## src/rtl/rtoe_pkg.sv

```systemverilog
package rtoe_pkg;

  typedef enum logic [1:0] {
    ST_IDLE,
    ST_SEND,
    ST_WAIT,
    ST_EVAL
  } ctlState_e;

  // strobes from control to datapath
  typedef struct packed {
    logic capT0;        // latch send stamp
    logic capReply;     // latch arrival stamp and remote value
    logic latchResult;  // commit deviation and bound
  } dpStrobe_t;

endpackage

```

## src/rtl/rtoe_estimate.sv

```systemverilog
// Pure combinational estimate from the captured stamps.
module rtoe_estimate #(
  parameter int TS_W = 32
) (
  input  logic [TS_W-1:0] t0,
  input  logic [TS_W-1:0] t1,
  input  logic [TS_W-1:0] remote,
  input  logic [TS_W-1:0] rttThreshold,
  input  logic [TS_W-1:0] minDelay,
  output logic            rttOk,
  output logic [TS_W-1:0] devRaw,
  output logic [TS_W-1:0] bound
);

  logic [TS_W-1:0] rtt;
  logic [TS_W-1:0] midpoint;
  logic [TS_W:0]   twoMin;
  logic [TS_W:0]   rttWide;
  logic            belowFloor;
  logic [TS_W-1:0] stoch;

  always_comb begin
    rtt        = t1 - t0;                    // wraps modulo 2^TS_W
    midpoint   = t0 + (rtt >> 1);            // no carry loss across the wrap
    devRaw     = midpoint - remote;
    twoMin     = {minDelay, 1'b0};
    rttWide    = {1'b0, rtt};
    belowFloor = rttWide < twoMin;
    stoch      = belowFloor ? '0 : (rtt - twoMin[TS_W-1:0]);
    bound      = stoch >> 1;
    rttOk      = rtt < rttThreshold;
  end

endmodule

```

## src/rtl/rtoe_datapath.sv

```systemverilog
module rtoe_datapath
  import rtoe_pkg::*;
#(
  parameter int TS_W = 32
) (
  input  logic                   clk,
  input  logic                   rstN,
  input  dpStrobe_t              strobe,
  input  logic [TS_W-1:0]        localCount,
  input  logic [TS_W-1:0]        replyRemote,
  input  logic [TS_W-1:0]        rttThreshold,
  input  logic [TS_W-1:0]        minDelay,
  output logic                   rttOk,
  output logic signed [TS_W-1:0] deviation,
  output logic [TS_W-1:0]        errBound
);

  logic [TS_W-1:0] t0Q;
  logic [TS_W-1:0] t1Q;
  logic [TS_W-1:0] remoteQ;
  logic [TS_W-1:0] devRaw;
  logic [TS_W-1:0] boundRaw;
  logic [TS_W-1:0] devQ;
  logic [TS_W-1:0] errQ;

  always_ff @(posedge clk) begin
    if (!rstN) begin
      t0Q     <= '0;
      t1Q     <= '0;
      remoteQ <= '0;
    end else begin
      if (strobe.capT0) t0Q <= localCount;
      if (strobe.capReply) begin
        t1Q     <= localCount;
        remoteQ <= replyRemote;
      end
    end
  end

  rtoe_estimate #(.TS_W(TS_W)) u_est (
    .t0           (t0Q),
    .t1           (t1Q),
    .remote       (remoteQ),
    .rttThreshold (rttThreshold),
    .minDelay     (minDelay),
    .rttOk        (rttOk),
    .devRaw       (devRaw),
    .bound        (boundRaw)
  );

  always_ff @(posedge clk) begin
    if (!rstN) begin
      devQ <= '0;
      errQ <= '0;
    end else if (strobe.latchResult) begin
      devQ <= devRaw;
      errQ <= boundRaw;
    end
  end

  assign deviation = devQ;
  assign errBound  = errQ;

endmodule

```

## src/rtl/rtoe_control.sv

```systemverilog
module rtoe_control
  import rtoe_pkg::*;
#(
  parameter int TS_W         = 32,
  parameter int MAX_ATTEMPTS = 4
) (
  input  logic            clk,
  input  logic            rstN,
  input  logic            start,
  input  logic            replyValid,
  input  logic            rttOk,
  input  logic [TS_W-1:0] replyTimeout,
  output dpStrobe_t       strobe,
  output logic            reqSend,
  output logic            busy,
  output logic            done,
  output logic            timedOut
);

  localparam int ATT_W = $clog2(MAX_ATTEMPTS + 1);
  localparam logic [ATT_W-1:0] ATT_LAST = ATT_W'(MAX_ATTEMPTS);
  localparam logic [ATT_W-1:0] ATT_ONE  = ATT_W'(1);
  localparam logic [TS_W:0]    WAIT_ONE = (TS_W+1)'(1);

  ctlState_e        state;
  logic [ATT_W-1:0] attemptCnt;
  logic [TS_W-1:0]  waitCnt;
  logic             waitExpired;

  always_comb begin
    waitExpired        = ({1'b0, waitCnt} + WAIT_ONE) >= {1'b0, replyTimeout};
    strobe             = '0;
    strobe.capT0       = (state == ST_SEND);
    strobe.capReply    = (state == ST_WAIT) && replyValid;
    strobe.latchResult = (state == ST_EVAL) && rttOk;
    reqSend            = (state == ST_SEND);
    busy               = (state != ST_IDLE);
  end

  always_ff @(posedge clk) begin
    if (!rstN) begin
      state      <= ST_IDLE;
      attemptCnt <= '0;
      waitCnt    <= '0;
      done       <= 1'b0;
      timedOut   <= 1'b0;
    end else begin
      unique case (state)
        ST_IDLE: begin
          if (start) begin
            state      <= ST_SEND;
            attemptCnt <= '0;
            done       <= 1'b0;
            timedOut   <= 1'b0;
          end
        end
        ST_SEND: begin
          attemptCnt <= attemptCnt + ATT_ONE;
          waitCnt    <= '0;
          state      <= ST_WAIT;
        end
        ST_WAIT: begin
          if (replyValid) begin
            state <= ST_EVAL;
          end else if (waitExpired) begin
            timedOut <= 1'b1;
            state    <= ST_IDLE;
          end else begin
            waitCnt <= waitCnt + 1'b1;
          end
        end
        ST_EVAL: begin
          if (rttOk) begin
            done  <= 1'b1;
            state <= ST_IDLE;
          end else if (attemptCnt == ATT_LAST) begin
            timedOut <= 1'b1;
            state    <= ST_IDLE;
          end else begin
            state <= ST_SEND;
          end
        end
        default: state <= ST_IDLE;
      endcase
    end
  end

endmodule

```

## src/rtl/rtt_offset_estimator.sv

```systemverilog
module rtt_offset_estimator
  import rtoe_pkg::*;
#(
  parameter int TS_W         = 32,
  parameter int MAX_ATTEMPTS = 4
) (
  input  logic                   clk,
  input  logic                   rstN,
  input  logic                   start,
  input  logic [TS_W-1:0]        localCount,
  output logic                   reqSend,
  input  logic                   replyValid,
  input  logic [TS_W-1:0]        replyRemote,
  input  logic [TS_W-1:0]        rttThreshold,
  input  logic [TS_W-1:0]        minDelay,
  input  logic [TS_W-1:0]        replyTimeout,
  output logic                   busy,
  output logic                   done,
  output logic                   timedOut,
  output logic signed [TS_W-1:0] deviation,
  output logic [TS_W-1:0]        errBound
);

  dpStrobe_t strobe;
  logic      rttOk;

  rtoe_control #(.TS_W(TS_W), .MAX_ATTEMPTS(MAX_ATTEMPTS)) u_ctl (
    .clk          (clk),
    .rstN         (rstN),
    .start        (start),
    .replyValid   (replyValid),
    .rttOk        (rttOk),
    .replyTimeout (replyTimeout),
    .strobe       (strobe),
    .reqSend      (reqSend),
    .busy         (busy),
    .done         (done),
    .timedOut     (timedOut)
  );

  rtoe_datapath #(.TS_W(TS_W)) u_dp (
    .clk          (clk),
    .rstN         (rstN),
    .strobe       (strobe),
    .localCount   (localCount),
    .replyRemote  (replyRemote),
    .rttThreshold (rttThreshold),
    .minDelay     (minDelay),
    .rttOk        (rttOk),
    .deviation    (deviation),
    .errBound     (errBound)
  );

endmodule

```

## config.mk

```make
export PLATFORM = sky130hd
export DESIGN_NAME = rtt_offset_estimator
export DESIGN_NICKNAME = d
export VERILOG_FILES = /design/src/rtl/rtoe_pkg.sv /design/src/rtl/rtoe_estimate.sv /design/src/rtl/rtoe_datapath.sv /design/src/rtl/rtoe_control.sv /design/src/rtl/rtt_offset_estimator.sv
export SDC_FILE = /design/constraint.sdc
export NUM_CORES = 1
export LEC_CHECK = 0
export CORE_ASPECT_RATIO = 1.75
export CORE_MARGIN = 4
export CORE_UTILIZATION = 42
export CTS_BUF_LIST = sky130_fd_sc_hd__clkbuf_4
export DETAILED_ROUTE_END_ITERATION = 12
export DONT_BUFFER_PORTS = 1
export PLACE_DENSITY_LB_ADDON = 0.08
export SKIP_LAST_GASP = 1
export SLEW_MARGIN = 15
export SYNTH_ARGS = -nofsm -noshare
export SYNTH_HDL_FRONTEND = slang
export SYNTH_HIERARCHICAL = 1
export SYNTH_SLANG_ARGS = --single-unit
```

## constraint.sdc

```tcl
create_clock -name clk -period 6.4 [get_ports clk]
set_input_delay 0.32 -clock clk [delete_from_list [all_inputs] [get_ports clk]]
set_output_delay 0.32 -clock clk [all_outputs]
set_load 0.005 [all_outputs]
```

==> flow_metrics.py <==
metrics = {
    "detailed_routing": {
        "routed_wl_um": 46300,
        "wl_per_cell_um": 19.2,
        "ant_nets": 0,
        "drtIter0Drc": 400,
        "drcViolationCount": 0,
        "drtPass1Iterations": 6,
        "via_per_inst": 5.33,
        "vias": 12800,
    },
    "synthesis": {
        "synth_edf_count": 0,
        "syn_inst": 1864,
        "yosysSeqAreaShare_pct": 25.0,
        "synth_warnings": 6,
        "netlist_area_um2": 15900,
        "synth_most_common_cell": "inv_1",
        "yosysUniqueCellTypes": 89,
        "synth_area_leaders": "dfxtp_1, ha_1, mux2i_1",
        "synthesis.nets": 2218,
        "synthTopCellsByCount": "inv_1, dfxtp_1, nor2b_1",
        "async_reset_ff_share_pct": 0,
        "synth_largest_area_cell": "dfxtp_1",
        "ys.flop_type": "dfxtp_1",
        "postSynthRegisterBits": 199,
        "synth_top_cell_area_share_pct": 25.0,
        "avgSynthCellArea_um2": 8.54,
    },
    "timing": {
        "setup_viol": 0,
        "tightest_slew_ps": 888,
        "hold_viol": 0,
        "fin_tns_setup_ps": 0,
        "drv_slew": 0,
        "period_needed_ps": 5960,
        "hold_ws_ps": 90.0,
        "maxSlewHeadroom_pct": 39.3,
        "clock_skew_ps": 36.5,
        "clock.fmax_mhz": 168,
        "rsz0062_at_grt": "no",
        "fin_crit_sh_pct": 93.1,
    },
    "critical_path": {
        "end_kind": "flip-flop",
        "crit_path_cell_trace": "ha_1 -> inv_1 -> fa_1 -> a21oi_1 -> o21ai_1 -> a41oi_2 -> nand3_2 -> o21ai_0 -> o31ai_1 -> a311o_1 -> a21o_1 -> xnor2_1 -> inv_1 -> ha_1 -> nand2_1 -> nor2_1 -> o2111ai_1 -> a311o_1 -> a2111o_1 -> o21ai_1 -> mux2i_1 -> nor2b_1",
        "start_kind": "flip-flop",
        "cp_slowest_cell": "a311o_1",
        "slowest_delay_ps": 640,
        "criticalPathCategory": "flip-flop to flip-flop",
        "cp.required_ps": 6970,
        "critPathArrivalTime_ps": 6530,
        "cp_max_fo": 18,
    },
    "global_route": {
        "grt_pass1_vias": 13000,
        "grt_remaining_overflow": 0,
        "grtUsageTotal_pct": 22.1,
        "antenna_found_initial": 5,
        "grt_max_degree": 175,
        "grt_pass1_wl_um": 71100,
    },
    "floorplan": {
        "ios": 232,
        "initial_utilization_pct": 42.4,
        "chipHeight_um": 265,
        "die-area_um2": 41200,
        "core-area_um2": 37500,
        "fp.dieW_um": 155,
        "rows": 94,
    },
    "clocking": {
        "clkSinkCount": 199,
        "cts_root_buf": "clkbuf_4",
        "cts_max_path_buffers": 2,
        "path_clk_slew_ps": 190,
        "cts_tree": "done",
        "clkLatencyLatePin_ps": 650,
        "cts_inserted_buffers": 17,
        "clock_tree.htree_level_count": 4,
    },
    "pwr": {
        "ir_drop_mv": 0.201,
        "leakagePower_nw": 7.16,
        "power.density_nw_per_um2": 336,
    },
    "layout": {
        "utilization_pct": 45.8,
        "syn2layout_area_growth_pct": 7.96,
        "nets": 2262,
        "fillerInstances": 3729,
        "drive_gt1_share_pct": 4.89,
    },
    "run": {
        "cap_violations": 0,
    },
    "placed_design": {
        "detailed_place_hpwl_um": 37100,
        "port_buffers": 0,
        "place_congestion": 0.883,
    },
    "outcome": {
        "status": "complete, no violations",
    },
    "hold_path": {
        "hold_class": "input pin to flip-flop",
    },
}
==> what timing repair did <==
action | 4_1_cts | 5_1_grt
endpoints found under the hold margin | 188 | 0
setup endpoints to repair | 0 | 56
setup buffers | 0 | 1
gates resized for setup | 0 | 1
hold buffers | 69 | 0
==> layout by cell type (no fill, tap or decap), types with 49 or more instances in the layout <==
| cell | instances |
|---|---|
| a21o_1 | 51 |
| a21oi_1 | 115 |
| dfxtp_1 | 199 |
| dlygate4sd3_1 | 68 |
| ha_1 | 157 |
| inv_1 | 237 |
| mux2i_1 | 163 |
| nand2_1 | 86 |
| nand3_1 | 49 |
| nor2_1 | 70 |
| nor2b_1 | 183 |
| o21ai_0 | 58 |
| xnor2_1 | 65 |
==> where the power goes <==
group	switching, mW	total [mW]	internal (mW)
registers	0.0316	1.31	1.28
logic	2.15	3.77	1.61
clock network	0.517	0.693	0.176
total	2.70	5.77	3.06
==> per-layer routing <==
metal	global-route usage [%]	wire (um)	vias up
li1	-	-	6462
met1	21.1	16200	6011
met2	43.7	26000	254
met3	4.59	1990	72
met4	10.6	2120	4
met5	0	27	-
==> critical path: cells and delay by family, from the launching register on <==
kind	cells	cell delay [ps]
xor gates and xnor gates	1	350
AOI/OAI and AO/OA	11	3130
muxes	1	120
DFF	1	400
and+or+nand+nor	4	680
buffers and inverters	2	240
adders and majority gates	3	990
==> sequential cells by signal, summed over array words and instances, names as in the netlist <==
name / count
u_ctl/waitCnt: 32
u_dp/deviation: 32
u_dp/errBound: 32
u_dp/remoteQ: 32
u_dp/t0Q: 32
u_dp/t1Q: 32
u_ctl/attemptCnt: 3
u_ctl/state: 2
u_ctl/done: 1
u_ctl/timedOut: 1
==> cell type report <==
| cell class | instances | area (um2) | share of cell area, % |
|---|---|---|---|
| multi-input combinational | 1364 | 10600 | 61.4 |
| sequential | 199 | 3980 | 23.2 |
| inverter | 239 | 897 | 5.22 |
| timing repair buffer | 87 | 868 | 5.06 |
| tap | 480 | 601 | 3.50 |
| clock buffer | 18 | 135 | 0.787 |
| clock inverter | 14 | 130 | 0.758 |
| antenna | 3 | 7.51 | 0.0437 |
==> stage by stage <==
step / power [mW] / worst slack [ps] / area (um2) / cells
after floorplan: 4.16 / 1380 / 15900 / 1864
after global placement: 5.05 / 575 / 16200 / 2299
after global routing: 6.30 / 7.87 / 17200 / 2404
after detailed placement: 5.07 / 389 / 16200 / 2299
after CTS: 5.86 / 332 / 17200 / 2400
final: 5.77 / 443 / 17200 / 2404
==> cell families after synthesis <==
| group | after synthesis | share of synthesized area [%] |
|---|---|---|
| and+or+nand+nor | 547 | 19.0 |
| adders and majority gates | 191 | 16.6 |
| buffers and inverters | 301 | 8.72 |
| muxes | 165 | 10.4 |
| AOI/OAI and AO/OA | 360 | 14.7 |
| other | 1 | 0.0236 |
| DFF | 199 | 25.0 |
| xor gates and xnor gates | 100 | 5.50 |
==> final timing paths <==
path / startpoint / slack, ps / cells after the start / end
min reg2reg: u_ctl/waitCnt[13] / 510 / 2 / u_ctl/waitCnt[13]
max reg2reg: u_dp/t0Q[0] / 440 / 22 / u_dp/errBound[23]
max: u_dp/t0Q[0] / 440 / 22 / u_dp/errBound[23]
min: rstN / 90 / 2 / u_dp/deviation[10]
Power figures use the tool's default switching activity.
